<file path="src/rtl/bitclk_regen_pkg.sv">
package bitclk_regen_pkg;

    // Edge-tracking states of the merged line activity
    typedef enum logic [0:0] {
        LINE_QUIET = 1'b0,
        LINE_MARK  = 1'b1
    } line_state_e;

endpackage

</file>
<file path="src/rtl/rail_sync.sv">
module rail_sync #(
    parameter int NUM_RAILS   = 2,
    parameter int SYNC_STAGES = 2
) (
    input  logic                 clk_ref,
    input  logic                 rst_n,
    input  logic [NUM_RAILS-1:0] rails_raw,
    output logic [NUM_RAILS-1:0] rails_sync
);

    // One shift chain per rail into the reference domain
    for (genvar r = 0; r < NUM_RAILS; r++) begin : g_rail
        logic [SYNC_STAGES-1:0] chain;

        always_ff @(posedge clk_ref or negedge rst_n) begin
            if (!rst_n) begin
                chain <= '0;
            end else begin
                chain <= {chain[SYNC_STAGES-2:0], rails_raw[r]};
            end
        end

        assign rails_sync[r] = chain[SYNC_STAGES-1];
    end

endmodule

</file>
<file path="src/rtl/line_edge_fsm.sv">
module line_edge_fsm
    import bitclk_regen_pkg::*;
(
    input  logic clk_ref,
    input  logic rst_n,
    input  logic activity,
    output logic resync_pulse
);

    line_state_e state_q, state_d;

    // State register
    always_ff @(posedge clk_ref or negedge rst_n) begin
        if (!rst_n) begin
            state_q <= LINE_QUIET;
        end else begin
            state_q <= state_d;
        end
    end

    // Next state: QUIET_TO_MARK on rising activity, MARK_TO_QUIET on falling
    always_comb begin
        state_d = state_q;
        unique case (state_q)
            LINE_QUIET: if (activity)  state_d = LINE_MARK;
            LINE_MARK:  if (!activity) state_d = LINE_QUIET;
            default:    state_d = LINE_QUIET;
        endcase
    end

    // Outputs: pulse only on the QUIET_TO_MARK transition
    always_comb begin
        resync_pulse = 1'b0;
        unique case (state_q)
            LINE_QUIET: resync_pulse = activity;
            LINE_MARK:  resync_pulse = 1'b0;
            default:    resync_pulse = 1'b0;
        endcase
    end

endmodule

</file>
<file path="src/rtl/phase_counter.sv">
module phase_counter #(
    parameter int DIV      = 8,
    parameter int LOAD_VAL = 2,
    localparam int CW      = $clog2(DIV)
) (
    input  logic          clk_ref,
    input  logic          rst_n,
    input  logic          resync,
    output logic [CW-1:0] phase,
    output logic          clk_rec
);

    localparam logic [CW-1:0] LOAD_W = CW'(LOAD_VAL);

    always_ff @(posedge clk_ref or negedge rst_n) begin
        if (!rst_n) begin
            phase <= '0;
        end else if (resync) begin
            phase <= LOAD_W;
        end else begin
            phase <= phase + 1'b1;
        end
    end

    // Top bit gives a 50 % duty clock when DIV is a power of two
    assign clk_rec = phase[CW-1];

endmodule

</file>
<file path="src/rtl/bitclk_regen.sv">
module bitclk_regen #(
    parameter int DIV         = 8,
    parameter int SYNC_STAGES = 2
) (
    input  logic clk_ref,
    input  logic rst_n,
    input  logic mode_int,
    input  logic rail_a,
    input  logic rail_b,
    input  logic ext_bit_clk,
    output logic activity_out,
    output logic bit_clk_out
);

    localparam int NUM_RAILS = 2;
    localparam int CW        = $clog2(DIV);
    // Reload value that puts the rising edge half a bit after the mark start
    localparam int LOAD_VAL  = SYNC_STAGES % DIV;

    logic [NUM_RAILS-1:0] rails_raw;
    logic [NUM_RAILS-1:0] rails_sync;
    logic                 act_sync;
    logic                 resync_pulse;
    logic [CW-1:0]        phase_cnt;
    logic                 clk_rec;

    assign rails_raw = {rail_b, rail_a};

    rail_sync #(
        .NUM_RAILS  (NUM_RAILS),
        .SYNC_STAGES(SYNC_STAGES)
    ) u_sync (
        .clk_ref   (clk_ref),
        .rst_n     (rst_n),
        .rails_raw (rails_raw),
        .rails_sync(rails_sync)
    );

    assign act_sync = |rails_sync;

    line_edge_fsm u_edge (
        .clk_ref     (clk_ref),
        .rst_n       (rst_n),
        .activity    (act_sync),
        .resync_pulse(resync_pulse)
    );

    phase_counter #(
        .DIV     (DIV),
        .LOAD_VAL(LOAD_VAL)
    ) u_cnt (
        .clk_ref(clk_ref),
        .rst_n  (rst_n),
        .resync (resync_pulse),
        .phase  (phase_cnt),
        .clk_rec(clk_rec)
    );

    // Path select: internal regeneration or bypass
    always_comb begin
        if (mode_int) begin
            bit_clk_out  = clk_rec;
            activity_out = 1'b0;
        end else begin
            bit_clk_out  = ext_bit_clk;
            activity_out = |rails_raw;
        end
    end

endmodule

</file>
<file path="config.mk">
export PLATFORM = sky130hd
export DESIGN_NAME = bitclk_regen
export DESIGN_NICKNAME = d
export VERILOG_FILES = /design/src/rtl/bitclk_regen_pkg.sv /design/src/rtl/rail_sync.sv /design/src/rtl/line_edge_fsm.sv /design/src/rtl/phase_counter.sv /design/src/rtl/bitclk_regen.sv
export SDC_FILE = /design/constraint.sdc
export NUM_CORES = 1
export LEC_CHECK = 0
export BUFFER_PORTS_ARGS = -buffer_cell sky130_fd_sc_hd__buf_4
export CORE_AREA = 2 2 39 41
export CTS_CLUSTER_DIAMETER = 30
export DETAILED_ROUTE_END_ITERATION = 10
export DIE_AREA = 0 0 41 43
export GPL_TIMING_DRIVEN = 0
export SETUP_SLACK_MARGIN = 0.05
export SLEW_MARGIN = 20
export SYNTH_ARGS = -nofsm -noshare
export SYNTH_HDL_FRONTEND = slang
export SYNTH_HIERARCHICAL = 1
export SYNTH_SLANG_ARGS = --single-unit
</file>
<file path="constraint.sdc">
create_clock -name clk_ref -period 2 [get_ports clk_ref]
set_clock_uncertainty 0.2 [all_clocks]
set_input_delay 0.1 -clock clk_ref [delete_from_list [all_inputs] [get_ports clk_ref]]
set_output_delay 0.1 -clock clk_ref [all_outputs]
set_load 0.02 [all_outputs]
</file>
==> summary.txt, run 1 <==
Outcome
  – Outcome: finished clean

Min path
  – Hold/Removal Path Class: flip-flop to flip-flop

Pwr
  – Power density over cell area: 959.9 nW/µm²
  – Clk pwr share: 28.8%
  – P_int: 315.5 µW
  – Switching share of power: roughly a quarter
  – Comb power frac: 22.8%
  – Flop pwr share: 48.4%
  – Max VDD drop: 0.4311 mV
  – Leakage: 0.0002136 µW
  – Psw: roughly 110 µW

Synth
  – Yosys warnings: 6
  – Mapped Nets: 26
  – Post-synthesis cell count: 19
  – Avg Cell Area, Syn: 15.54 µm²
  – Mapped Area: 295.3 µm²

Die
  – IO Count: 8
  – Die X: 41 µm
  – # rows: 14
  – Core area: 1384 µm²
  – Die area: 1763 µm²
  – Initial Util: 21.34%
  – Chip Height: 43 µm

Global routing
  – Vias in the first global route: 191
  – Largest net degree at the start of global routing: 6
  – Initial antenna violation count: 0
  – GRT Util Overall: 7.731%
  – First-pass GRT wire length: 793 µm
  – Remaining Overflow, GRT: 0

Route
  – DR vias: between 150 and 200
  – Initial DRC count: 0
  – DRC Markers: 0
  – Wire length on met3: 45 µm
  – WL/cell: 10.10 µm
  – Post-route ant nets: 0
  – First drt pass iteration count: 1
  – Via/cell ratio: 3.640
  – Total Wirelength: 505 µm
  – Met1 WL: 211 µm
  – Met2 wire len: around 250 µm
  – Max Used Layer: met3

Placed design
  – Cell Area, Placed: 367.9 µm²
  – Dpl hpwl: 335.6 µm
  – RD Place Congestion: 0.5993
  – DP Worst Slack: between 0.6 and 0.7 ns
  – Port bufs: 7

Final layout
  – Most common cell after layout, fill and taps aside: buf_4
  – Leading cell types in the layout, fill and taps excluded: buf_4 (9), dfrtp_1 (8), dlygate4sd3_1 (5)
  – Layout Utilization: 31.83%
  – Fillcell total: 138
  – P&R area growth vs syn: 49.15%
  – Share of cells above drive strength 1: 41.18%
  – Final cell area excluding filler cells: around 440 µm²
  – FF+latch area: 200.2 µm²
  – Ant diodes: 0
  – Multi-input gate area: roughly 80 µm²
  – Nets: 43

CTS
  – Clock sinks: 8
  – Post-CTS sizing: 0
  – Clock Path Buffers: 2
  – CTS tree: done
  – Clock buffer count from CTS: 3
  – Htree depth: 1
  – Root Driver: clkbuf_4
  – Clock Latency Late Sink: 0.25 ns
  – CTS clock-pin slew for the worst setup and hold paths: 0.05 ns

Flow run
  – Max_cap viols: 0

STA
  – Max_slew headroom: 87.87%
  – Actual slew at the worst max-slew pin: 0.1813 ns
  – Period utilisation layout: a little over four fifths
  – Max Fclk: 0.5888 GHz
  – Slew Limit Fails: 0
  – Setup ws final: 0.3015 ns
  – Setup violators final: 0
  – Tmin final: 1.698 ns
  – Endpoints failing hold: 0
  – RSZ-0062 raised after global routing: no
  – Setup_tns: 0 ns

Worst setup path
  – Worst-path fanout max: 5
  – Startpoint Class: input port
  – CP endpoint kind: asynchronous set/reset pin
  – CP arrival: 1.95 ns
  – Worst EP required: 2.25 ns
  – CP Class: input port to asynchronous set/reset pin
sequential cells by signal, indices dropped and copies added (netlist names):
name                 count
u_cnt/phase              3
u_edge/state_q           1
u_sync/g_rail.chain      4
critical path, cell delays in order:
cell	delay [ns]
dlygate4sd3_1	0.52
dlygate4sd3_1	0.55
buf_4	0.14
dlygate4sd3_1	0.65
metrics by stage:
step	power [µW]	cells	hold slack (ns)
after detailed placement	295.1	42	-0.2805
after floorplan	261.3	19	-0.3956
after global placement	289.3	42	-0.2830
after CTS	429.7	50	0.1458
final	422.8	50	0.1432
after global routing	444.4	50	0.1587
worst paths after layout:
path	depth (start not counted)	from	slack (ns)	endpoint
setup / recovery	4	rst_n	0.30	u_sync/g_rail[0].chain[0]
hold / removal	0	u_sync/g_rail[1].chain[0]	0.14	u_sync/g_rail[1].chain[1]
setup reg to reg	4	u_sync/g_rail[1].chain[1]	0.62	u_cnt/phase[1]
hold reg to reg	0	u_sync/g_rail[1].chain[0]	0.14	u_sync/g_rail[1].chain[1]
max in group clk_ref	4	rail_b	0.60	activity_out
min in group asynchronous	3	rst_n	0.53	u_sync/g_rail[0].chain[1]
metal layers:
layer  track usage, %  vias up
met5                0        -
met4            8.000        0
met3            4.712        0
met2            10.31       10
met1            7.383       82
li1                 -       90
timing repair:
| item | CTS | global route |
|---|---|---|
| hold buffers | 5 | 0 |
| buffers inserted | 0 | 0 |
| endpoints found under the hold margin | 10 | 0 |
power groups by stage:
stage / Combinational [µW] / Sequential, µW / Clock, µW
after global routing: 106 / 206 / 132
after floorplan: 58.2 / 203 / 0
after global placement: 83.1 / 206 / 0
after CTS: 98.0 / 205 / 126
final: 96.5 / 205 / 122
after detailed placement: 87.0 / 208 / 0
layout make-up:
| class | count | share of cell area, % |
|---|---|---|
| well taps | 16 | 4.545 |
| plain buffers | 2 | 3.409 |
| flip-flops and latches | 8 | 45.45 |
| repair buffers | 12 | 23.30 |
| multi-input cells | 9 | 18.18 |
| clock buffers | 3 | 5.114 |
Power figures use the tool's default switching activity.
==> run 2, diff against run 1 <==
- ABC_AREA: unset -> 1
- clock period: 2 -> 1.5 ns (I/O delays scaled with it)
==> summary.txt, run 2 <==
Outcome
  – Outcome: finished clean

Worst setup path
  – Crit-path slowest cell: dfrtp_1
  – Critical Path Max Stage Delay: between 0.3 and 0.4 ns
  – CP endpoint kind: flip-flop
  – Worst setup path start: u_sync/g_rail[1].chain[1]
  – Critical R2R Launch: u_sync/g_rail[1].chain[1]
  – Worst path cell trace: buf_4 > or2_1 > inv_1 > nor2_2 > or2_1
  – Startpoint Class: flip-flop
  – Critical Path Sink: u_cnt/phase[1]
  – Worst EP required: 1.43 ns
  – FF-to-FF path depth: 5
  – Worst-path fanout max: 3
  – CP arrival: 1.27 ns
  – Crit-path most repeated cell: or2_1
  – Critical R2R Capture: u_cnt/phase[1]
  – CP Class: flip-flop to flip-flop
  – Reg2reg setup slack: between 0.15 and 0.2 ns

STA
  – Fin Hold WS: about 0.15 ns
  – RSZ-0062 raised after global routing: no
  – Setup_tns: 0 ns
  – Tmin final: 1.336 ns
  – Max_slew headroom: 76.74%
  – Setup violators final: 0
  – Period utilisation layout: 89.05%
  – Actual slew at the worst max-slew pin: 0.3477 ns
  – Slew Limit Fails: 0
  – Endpoints failing hold: 0
  – Max Fclk: approximately 0.75 GHz

Global routing
  – Vias in the first global route: between 150 and 200
  – First-pass GRT wire length: about 800 µm
  – Largest net degree at the start of global routing: 9
  – Initial antenna violation count: 0
  – Remaining Overflow, GRT: 0
  – GRT Util Overall: 7.497%

Synth
  – Yosys warnings: 6
  – Mapped Area: 295.3 µm²
  – Mapped Nets: 34
  – Post-synthesis cell count: 27
  – Avg Cell Area, Syn: 10.94 µm²

Route
  – Via/cell ratio: about 3.6
  – First drt pass iteration count: 2
  – DR vias: ~200
  – Post-route ant nets: 0
  – DRC Markers: 0
  – WL/cell: 7.982 µm
  – Initial DRC count: 5
  – Total Wirelength: around 460 µm

Placed design
  – Port bufs: 7
  – RD Place Congestion: 0.6550
  – Inst Count DP: 50
  – Dpl hpwl: 303.1 µm

CTS
  – Root Driver: clkbuf_4
  – Post-CTS sizing: 0
  – Setup bufs post-CTS: 0
  – CTS clock-pin slew for the worst setup and hold paths: 0.05 ns
  – Clock Path Buffers: 2
  – Clock Latency Late Sink: 0.25 ns
  – CTS tree: done
  – Clock sinks: 8
  – Htree depth: 1
  – Clock buffer count from CTS: 3

Final layout
  – Max FFs per register: 4
  – Leading cell types in the layout, fill and taps excluded: buf_4 (9), dfrtp_1 (8), nor2_1 (5), nand2_1 (5), dlygate4sd3_1 (4)
  – Nets: 50
  – Ant diodes: 0
  – Largest regs: u_sync/g_rail.chain: 4 flops, u_cnt/phase: 3 flops, u_edge/state_q: 1 flops
  – P&R area growth vs syn: 45.76%
  – Most common cell after layout, fill and taps aside: buf_4
  – Post-Layout Cell Count: 57
  – Top reg by flops: u_sync/g_rail.chain
  – Share of cells above drive strength 1: 31.71%

Die
  – Die X: a little over 40 µm
  – Chip Height: roughly 43 µm
  – Initial Util: 21.34%
  – Die area: 1763 µm²
  – IO Count: 8
  – # rows: 14
  – Core area: 1384 µm²

Pwr
  – Tot Pwr: 541.8 µW
  – Leakage: 0.0002206 µW
  – Max VDD drop: 0.4883 mV
  – Power density over cell area: 1259 nW/µm²

Flow run
  – Max_cap viols: 0

Min path
  – Hold/Removal Path Class: flip-flop to flip-flop
run 2: layer usage:
layer  GRT usage, %  vias up  wire [µm]
li1               -      107          -
met1          8.278       91        201
met2          8.750        8        221
met3          6.283        0         32
met4          6.000        0          0
met5              0        -          0
run 2: layout make-up:
type	count	area [µm²]
timing repair buffer	11	92.59
multi-input combinational	14	68.82
sequential	8	200.2
fill	144	953.4
tap	16	20.02
inverter	3	11.26
clock buffer	3	22.52
buffer	2	15.01
run 2: worst min path at each step:
stage | start | endpoint | slack [ns] | cells after the start
floorplan | rst_n | u_cnt/phase[0] | -0.42 | 0
global placement | rst_n | u_edge/state_q | -0.30 | 1
detailed placement | rst_n | u_edge/state_q | -0.30 | 1
CTS | u_sync/g_rail[0].chain[0] | u_sync/g_rail[0].chain[1] | 0.15 | 0
global route | u_sync/g_rail[0].chain[0] | u_sync/g_rail[0].chain[1] | 0.16 | 0
finish | u_sync/g_rail[0].chain[0] | u_sync/g_rail[0].chain[1] | 0.15 | 0
run 2: stage by stage:
stage | cell area, µm² | utilization, % | setup slack [ns]
after floorplan | 295.3 | - | 0.1959
after global placement | 367.9 | 26.58 | 0.1737
after detailed placement | 367.9 | 26.58 | 0.1641
after CTS | 430.4 | 31.10 | 0.1574
after global routing | 430.4 | 31.10 | 0.1100
final | 430.4 | 31.10 | 0.1642
run 2: power breakdown:
| part | internal, µW | switching, µW |
|---|---|---|
| Sequential | 254 | 18.4 |
| Clock | 91.2 | 68.2 |
| Combinational | 57.8 | 52.3 |
| Total | 403 | 139 |
run 2: critical path: cells and delay by family, from the launching register on:
kind | cells | cell delay (ns)
AND/OR/NAND/NOR | 3 | 0.48
flip-flops | 1 | 0.35
buffers and inverters | 2 | 0.19
run 2: repair_timing:
item | in CTS | in global routing
setup endpoints to repair | 0 | 0
hold endpoints to repair | 10 | 0
hold buffers | 4 | 0
